## config.mk

```make
export PLATFORM = sky130hd
export DESIGN_NAME = motion_wake_engine
export DESIGN_NICKNAME = d
export VERILOG_FILES = /design/src/rtl/mwu_pkg.sv /design/src/rtl/mwu_axis_delta.sv /design/src/rtl/mwu_debounce.sv /design/src/rtl/mwu_status.sv /design/src/rtl/motion_wake_engine.sv
export SDC_FILE = /design/constraint.sdc
export NUM_CORES = 1
export LEC_CHECK = 0
export BUFFER_PORTS_ARGS = -buffer_cell sky130_fd_sc_hd__buf_2
export CORE_ASPECT_RATIO = 1.5
export CORE_UTILIZATION = 35
export DETAILED_ROUTE_END_ITERATION = 12
export HOLD_SLACK_MARGIN = 0.12
export PLACE_DENSITY = 0.5
export SLEW_MARGIN = 20
export SYNTH_ARGS = -nofsm -noshare
export SYNTH_HDL_FRONTEND = slang
export SYNTH_HIERARCHICAL = 1
export SYNTH_SLANG_ARGS = --single-unit
```

## constraint.sdc

```tcl
create_clock -name clk -period 6.53 [get_ports clk]
set_input_delay 0.3265 -clock clk [delete_from_list [all_inputs] [get_ports clk]]
set_output_delay 0.3265 -clock clk [all_outputs]
set_load 0.01 [all_outputs]
```

## src/rtl/mwu_pkg.sv

```systemverilog
package mwu_pkg;

    localparam int NUM_AXES = 3;
    localparam int NUM_DIRS = 2 * NUM_AXES;

    typedef enum logic {
        ST_ASLEEP = 1'b0,
        ST_AWAKE  = 1'b1
    } pwr_state_t;

    typedef struct packed {
        logic wake_pos;
        logic wake_neg;
        logic sleep_over;
    } axis_flags_t;

    typedef logic [NUM_DIRS-1:0] dir_vec_t;

endpackage

```

## src/rtl/mwu_axis_delta.sv

```systemverilog
module mwu_axis_delta
    import mwu_pkg::*;
#(
    parameter int SMP_W = 16,
    parameter int THR_W = 8
) (
    input  logic                    clk,
    input  logic                    rst,
    input  logic                    smp_valid,
    input  logic signed [SMP_W-1:0] sample,
    input  logic [THR_W-1:0]        wake_thr,
    input  logic [THR_W-1:0]        sleep_thr,
    output axis_flags_t             flags
);
    localparam int DW = SMP_W + 2;

    logic signed [SMP_W-1:0] prev_q;
    logic                    have_q;
    logic signed [DW-1:0]    diff;
    logic signed [DW-1:0]    ndiff;
    logic signed [DW-1:0]    wthr;
    logic signed [DW-1:0]    sthr;

    always_comb begin
        if (have_q) begin
            diff = $signed({{2{sample[SMP_W-1]}}, sample})
                 - $signed({{2{prev_q[SMP_W-1]}}, prev_q});
        end else begin
            diff = '0;
        end
        ndiff = -diff;
        wthr  = $signed({{(DW-THR_W){1'b0}}, wake_thr});
        sthr  = $signed({{(DW-THR_W){1'b0}}, sleep_thr});
        flags.wake_pos   = diff > wthr;
        flags.wake_neg   = ndiff > wthr;
        flags.sleep_over = (diff > sthr) || (ndiff > sthr);
    end

    always_ff @(posedge clk) begin
        if (rst) begin
            prev_q <= '0;
            have_q <= 1'b0;
        end else if (smp_valid) begin
            prev_q <= sample;
            have_q <= 1'b1;
        end
    end

endmodule

```

## src/rtl/mwu_debounce.sv

```systemverilog
module mwu_debounce #(
    parameter int CNT_W = 8
) (
    input  logic             clk,
    input  logic             rst,
    input  logic             clear,
    input  logic             step,
    input  logic             hit,
    input  logic [CNT_W-1:0] limit,
    output logic             fire
);
    logic [CNT_W-1:0] cnt_q;
    logic [CNT_W:0]   next_cnt;
    logic [CNT_W:0]   lim_eff;

    always_comb begin
        lim_eff  = (limit == '0) ? (CNT_W+1)'(1) : {1'b0, limit};
        next_cnt = {1'b0, cnt_q} + (CNT_W+1)'(1);
        fire     = step && hit && (next_cnt >= lim_eff);
    end

    always_ff @(posedge clk) begin
        if (rst || clear || fire) begin
            cnt_q <= '0;
        end else if (step) begin
            cnt_q <= hit ? next_cnt[CNT_W-1:0] : '0;
        end
    end

endmodule

```

## src/rtl/mwu_status.sv

```systemverilog
module mwu_status
    import mwu_pkg::*;
(
    input  logic     clk,
    input  logic     rst,
    input  logic     wake_fire,
    input  logic     sleep_fire,
    input  logic     force_sleep,
    input  logic     release_flags,
    input  dir_vec_t fire_dirs,
    output logic     awake,
    output logic     wake_flag,
    output logic     sleep_flag,
    output dir_vec_t cause
);
    pwr_state_t state_q;

    always_ff @(posedge clk) begin
        if (rst) begin
            state_q    <= ST_ASLEEP;
            wake_flag  <= 1'b0;
            sleep_flag <= 1'b0;
            cause      <= '0;
        end else begin
            if (force_sleep) begin
                state_q <= ST_ASLEEP;
            end else if (wake_fire) begin
                state_q <= ST_AWAKE;
            end else if (sleep_fire) begin
                state_q <= ST_ASLEEP;
            end

            if (wake_fire) begin
                wake_flag <= 1'b1;
            end else if (release_flags) begin
                wake_flag <= 1'b0;
            end

            if (sleep_fire) begin
                sleep_flag <= 1'b1;
            end else if (release_flags) begin
                sleep_flag <= 1'b0;
            end

            if (release_flags) begin
                cause <= wake_fire ? fire_dirs : '0;
            end else if (wake_fire) begin
                cause <= cause | fire_dirs;
            end
        end
    end

    assign awake = (state_q == ST_AWAKE);

endmodule

```

## src/rtl/motion_wake_engine.sv

```systemverilog
module motion_wake_engine
    import mwu_pkg::*;
#(
    parameter int SMP_W = 16,
    parameter int THR_W = 8,
    parameter int CNT_W = 8
) (
    input  logic                    clk,
    input  logic                    rst,
    input  logic                    smp_valid,
    input  logic signed [SMP_W-1:0] smp_x,
    input  logic signed [SMP_W-1:0] smp_y,
    input  logic signed [SMP_W-1:0] smp_z,
    input  logic [THR_W-1:0]        wake_thresh,
    input  logic [THR_W-1:0]        sleep_thresh,
    input  logic [CNT_W-1:0]        wake_count,
    input  logic [CNT_W-1:0]        sleep_count,
    input  logic [5:0]              dir_enable,
    input  logic                    wake_en,
    input  logic                    sleep_en,
    input  logic                    force_sleep,
    input  logic                    release_flags,
    output logic                    awake,
    output logic                    wake_flag,
    output logic                    sleep_flag,
    output logic [5:0]              cause,
    output logic                    irq
);
    logic signed [SMP_W-1:0] axis_smp [NUM_AXES];
    axis_flags_t             axis_fl  [NUM_AXES];
    dir_vec_t                raw_dirs;
    dir_vec_t                masked_dirs;
    logic [NUM_AXES-1:0]     over_sleep;
    logic                    wake_hit;
    logic                    still;
    logic                    wake_active;
    logic                    sleep_active;
    logic                    wake_fire;
    logic                    sleep_fire;

    assign axis_smp[0] = smp_x;
    assign axis_smp[1] = smp_y;
    assign axis_smp[2] = smp_z;

    for (genvar a = 0; a < NUM_AXES; a++) begin : g_axis
        mwu_axis_delta #(
            .SMP_W(SMP_W),
            .THR_W(THR_W)
        ) u_delta (
            .clk      (clk),
            .rst      (rst),
            .smp_valid(smp_valid),
            .sample   (axis_smp[a]),
            .wake_thr (wake_thresh),
            .sleep_thr(sleep_thresh),
            .flags    (axis_fl[a])
        );
        assign raw_dirs[2*a]   = axis_fl[a].wake_pos;
        assign raw_dirs[2*a+1] = axis_fl[a].wake_neg;
        assign over_sleep[a]   = axis_fl[a].sleep_over;
    end

    assign masked_dirs  = raw_dirs & dir_enable;
    assign wake_hit     = |masked_dirs;
    assign still        = ~|over_sleep;
    assign wake_active  = wake_en && !awake;
    assign sleep_active = sleep_en && awake;

    mwu_debounce #(.CNT_W(CNT_W)) u_wake_cnt (
        .clk  (clk),
        .rst  (rst),
        .clear(force_sleep || !wake_active),
        .step (smp_valid && wake_active && !force_sleep),
        .hit  (wake_hit),
        .limit(wake_count),
        .fire (wake_fire)
    );

    mwu_debounce #(.CNT_W(CNT_W)) u_sleep_cnt (
        .clk  (clk),
        .rst  (rst),
        .clear(force_sleep || !sleep_active),
        .step (smp_valid && sleep_active && !force_sleep),
        .hit  (still),
        .limit(sleep_count),
        .fire (sleep_fire)
    );

    mwu_status u_status (
        .clk          (clk),
        .rst          (rst),
        .wake_fire    (wake_fire),
        .sleep_fire   (sleep_fire),
        .force_sleep  (force_sleep),
        .release_flags(release_flags),
        .fire_dirs    (masked_dirs),
        .awake        (awake),
        .wake_flag    (wake_flag),
        .sleep_flag   (sleep_flag),
        .cause        (cause)
    );

    assign irq = wake_flag || sleep_flag;

endmodule

```

==> results.toml <==
[run_status]
outcome = "complete, no violations"

[power_and_ir_drop]
power.switching_w = 0.000798
pwr-share-comb = 0.465
intPower_w = 0.00122
peakVddDrop_mv = 0.125
power_frac_clock = 0.288
p_seq_frac = 0.247
power.density_nw_per_um2 = 180
switching_share = 0.395
static-leakage-power_nw = 5.15

[logic_synthesis]
syn-mean-instance-area_um2 = 7.82
synth.distinct_cells = 102
ys_warn_count = 6
synth_fp_nets = 1546
synth-seq-cells = 76
synth_cells = 1291
synth_seq_area_share = 0.151
synth_top_area_share = 0.197
synth_area_um2 = 10100
synth_edf_count = 0
synth_area_leaders = "ha_1 20%, dfxtp_1 15%, mux2i_1 5.5%"
yosysTopAreaCell = "ha_1"
synthFlopType = "dfxtp_1"
async_flop_share = 0

[hold_path]
hold-path-cell-count = 2
min_to = "u_status/awake$_SDFFE_PP0P_"
min_from = "force_sleep"
hold_class = "input pin to flop"

[drt]
vias = 9302
wirelength_um = 26900
first_iter_violations = 317
antenna_left = 0
drtPass1Iterations = 4
wl_per_cell_um = 15.5
via_per_inst = 5.38
route.detailed.drc = 0

[timing]
setup_viol = 0
skew_ns = 0.00827
setup_slack_ns = 1.00
worst_pin_slew_ns = 0.857
rsz0062_at_grt = "no"
finalCritPeriodShare = 0.846
finalCriticalPeriod_ns = 5.53
fmax_mhz = 181
max_slew_margin = 0.426
tns_ns = 0
drv_slew = 0
whs_ns = 0.181
hold_viol_final = 0

[layout]
fillers = 2977
layout_common_cells = "159 x ha_1, 141 x inv_1, 112 x nor2_1"
area_growth_pct = 11.3
final_core_util = 0.399
n_antenna_cell = 0
drive_above_1_share = 0.147
mostFrequentLayoutCell = "ha_1"
layout.cells.non_filler = 1730
nets = 1634

[global_route]
grt_pass1_wl_um = 44400
grtUsageTotal = 0.186
grt_pass1_vias = 9274
grt_overflow_total = 0
grt_start_max_net_pins = 63
grt_antenna_before_repair = 0

[die]
die_y_um = 210
dieArea_um2 = 29500
core_um2 = 28200
fp.dieW_um = 141
io_pins = 103
start_util = 0.359
rows = 75

[clock_network]
cts_buffer_depth = 2
postCtsHoldBufs = 0
cts-htree-levels = 3
clk_pin_slew_worst_paths_ns = 0.07
postCtsResizedCells = 0
cts_tree = "done"
cts.sinks = 76
postCtsSetupBuffers = 0
numCtsBuffers = 9
clock_latency_ns = 0.36
cts-root-buf = "clkbuf_16"

[worst_setup_path]
required_ns = 6.74
crit_type = "flop to flop"
rr_endpoint = "u_status/awake$_SDFFE_PP0P_"
r2r_slack_ns = 1.00
worstPathArrival_ns = 5.74
crit_path_start_kind = "flop"
worstReg2RegStart = "g_axis[1].u_delta/prev_q[0]$_SDFFE_PP0P_"
crit_path_max_fanout = 9
reg2reg_depth = 22
cp-end-kind = "flop"

[place]
dp_cells = 1714
preCtsSetupSlack_ns = 0.823
gp_congestion = 0.883
port_buffers = 102
post-dp-hpwl_um = 22200

[job]
cap_violations = 0
-- stage by stage --
stage,power [W],instance area (µm²)
6_report,0.00202,11200
5_1_grt,0.00218,11200
4_1_cts,0.00205,11200
3_5_place_dp,0.00145,10900
3_3_place_gp,0.00144,10900
2_1_floorplan,0.00123,10100
-- synthesized netlist by cell type (all sizes together) (15+ instances only) --
cell type	count
o21ai	51
ha	159
dfxtp	76
o21a	22
mux2i	57
nor2b	24
nor3	22
xor2	15
nand2b	44
nand2	84
nand4	34
a31oi	19
a21oi	92
xnor2	26
inv	142
a21o	28
nand3	38
and2	30
nor2	116
-- logic make-up after synthesis --
logic type               count (synthesis)  synth area share
AO/OA/AOI/OAI                          324             0.229
multiplexers                            66            0.0698
XOR/XNOR                                41            0.0371
flip-flops                              76             0.151
AND/OR/NAND/NOR                        453             0.243
buffers and inverters                  169            0.0675
adder cells (fa/ha/maj)                162             0.203
-- power by group through the flow --
| stage | registers (W) | clock network, W | logic (W) |
|---|---|---|---|
| detailed placement | 0.000510 | 0 | 0.000940 |
| floorplan | 0.000501 | 0 | 0.000727 |
| finish | 0.000499 | 0.000583 | 0.000939 |
| CTS | 0.000500 | 0.000607 | 0.000945 |
| global placement | 0.000510 | 0 | 0.000935 |
| global route | 0.000502 | 0.000619 | 0.00106 |
-- layout make-up --
type / instances / area [µm²] / area share
Inverter: 142 / 533 / 0.0474
Sequential cell: 76 / 1520 / 0.135
Timing Repair Buffer: 104 / 528 / 0.0470
Tap cell: 346 / 433 / 0.0385
Clock buffer: 10 / 229 / 0.0204
Multi-Input combinational cell: 1046 / 7890 / 0.703
Clock inverter: 6 / 96.3 / 0.00858
-- per-layer routing --
metal / wire [µm] / GRT usage / vias up
met2: 14400 / 0.361 / 122
met5: 0 / 0 / -
met3: 496 / 0.0211 / 37
li1: - / - / 4842
met1: 11300 / 0.203 / 4301
met4: 765 / 0.0746 / 0
-- flip-flops by register name, summed over array words and instances (netlist names) --
signal	count
u_status/sleep_flag	1
u_wake_cnt/cnt_q	8
u_sleep_cnt/cnt_q	8
u_status/wake_flag	1
g_axis.u_delta/have_q	3
g_axis.u_delta/prev_q	48
u_status/awake	1
u_status/cause	6
-- worst max-delay path by stage --
| stage | slack, ns | endpoint | start | cells after the start |
|---|---|---|---|---|
| 2_1_floorplan | 1.89 | u_status/awake$_SDFFE_PP0P_ | smp_y[0] | 23 |
| 3_3_place_gp | 0.96 | u_status/awake$_SDFFE_PP0P_ | smp_z[0] | 20 |
| 3_5_place_dp | 0.82 | u_status/awake$_SDFFE_PP0P_ | smp_z[0] | 20 |
| 4_1_cts | 0.97 | u_status/awake$_SDFFE_PP0P_ | g_axis[1].u_delta/prev_q[0]$_SDFFE_PP0P_ | 22 |
| 5_1_grt | 0.64 | u_status/awake$_SDFFE_PP0P_ | g_axis[1].u_delta/prev_q[0]$_SDFFE_PP0P_ | 22 |
| 6_report | 1.00 | u_status/awake$_SDFFE_PP0P_ | g_axis[1].u_delta/prev_q[0]$_SDFFE_PP0P_ | 22 |
-- critical path, cell delays in order (launching register included) --
cell and delay, ns:
dfxtp_1 0.31, ha_1 0.21, fa_1 0.40, nand2b_2 0.22, a21oi_1 0.23, xnor2_1 0.09, o211ai_1 0.46, xor2_1 0.25
ha_1 0.28, nand4_1 0.13, nor2_1 0.06, nor2_1 0.07, a21boi_0 0.09, o21a_1 0.18, o22ai_1 0.14, a21oi_1 0.06
a2111o_1 0.38, nor3_1 0.64, nand2_1 0.23, nor2_1 0.53, and2_1 0.23, nand2b_1 0.12, a211oi_2 0.07
Power figures use the tool's default switching activity.
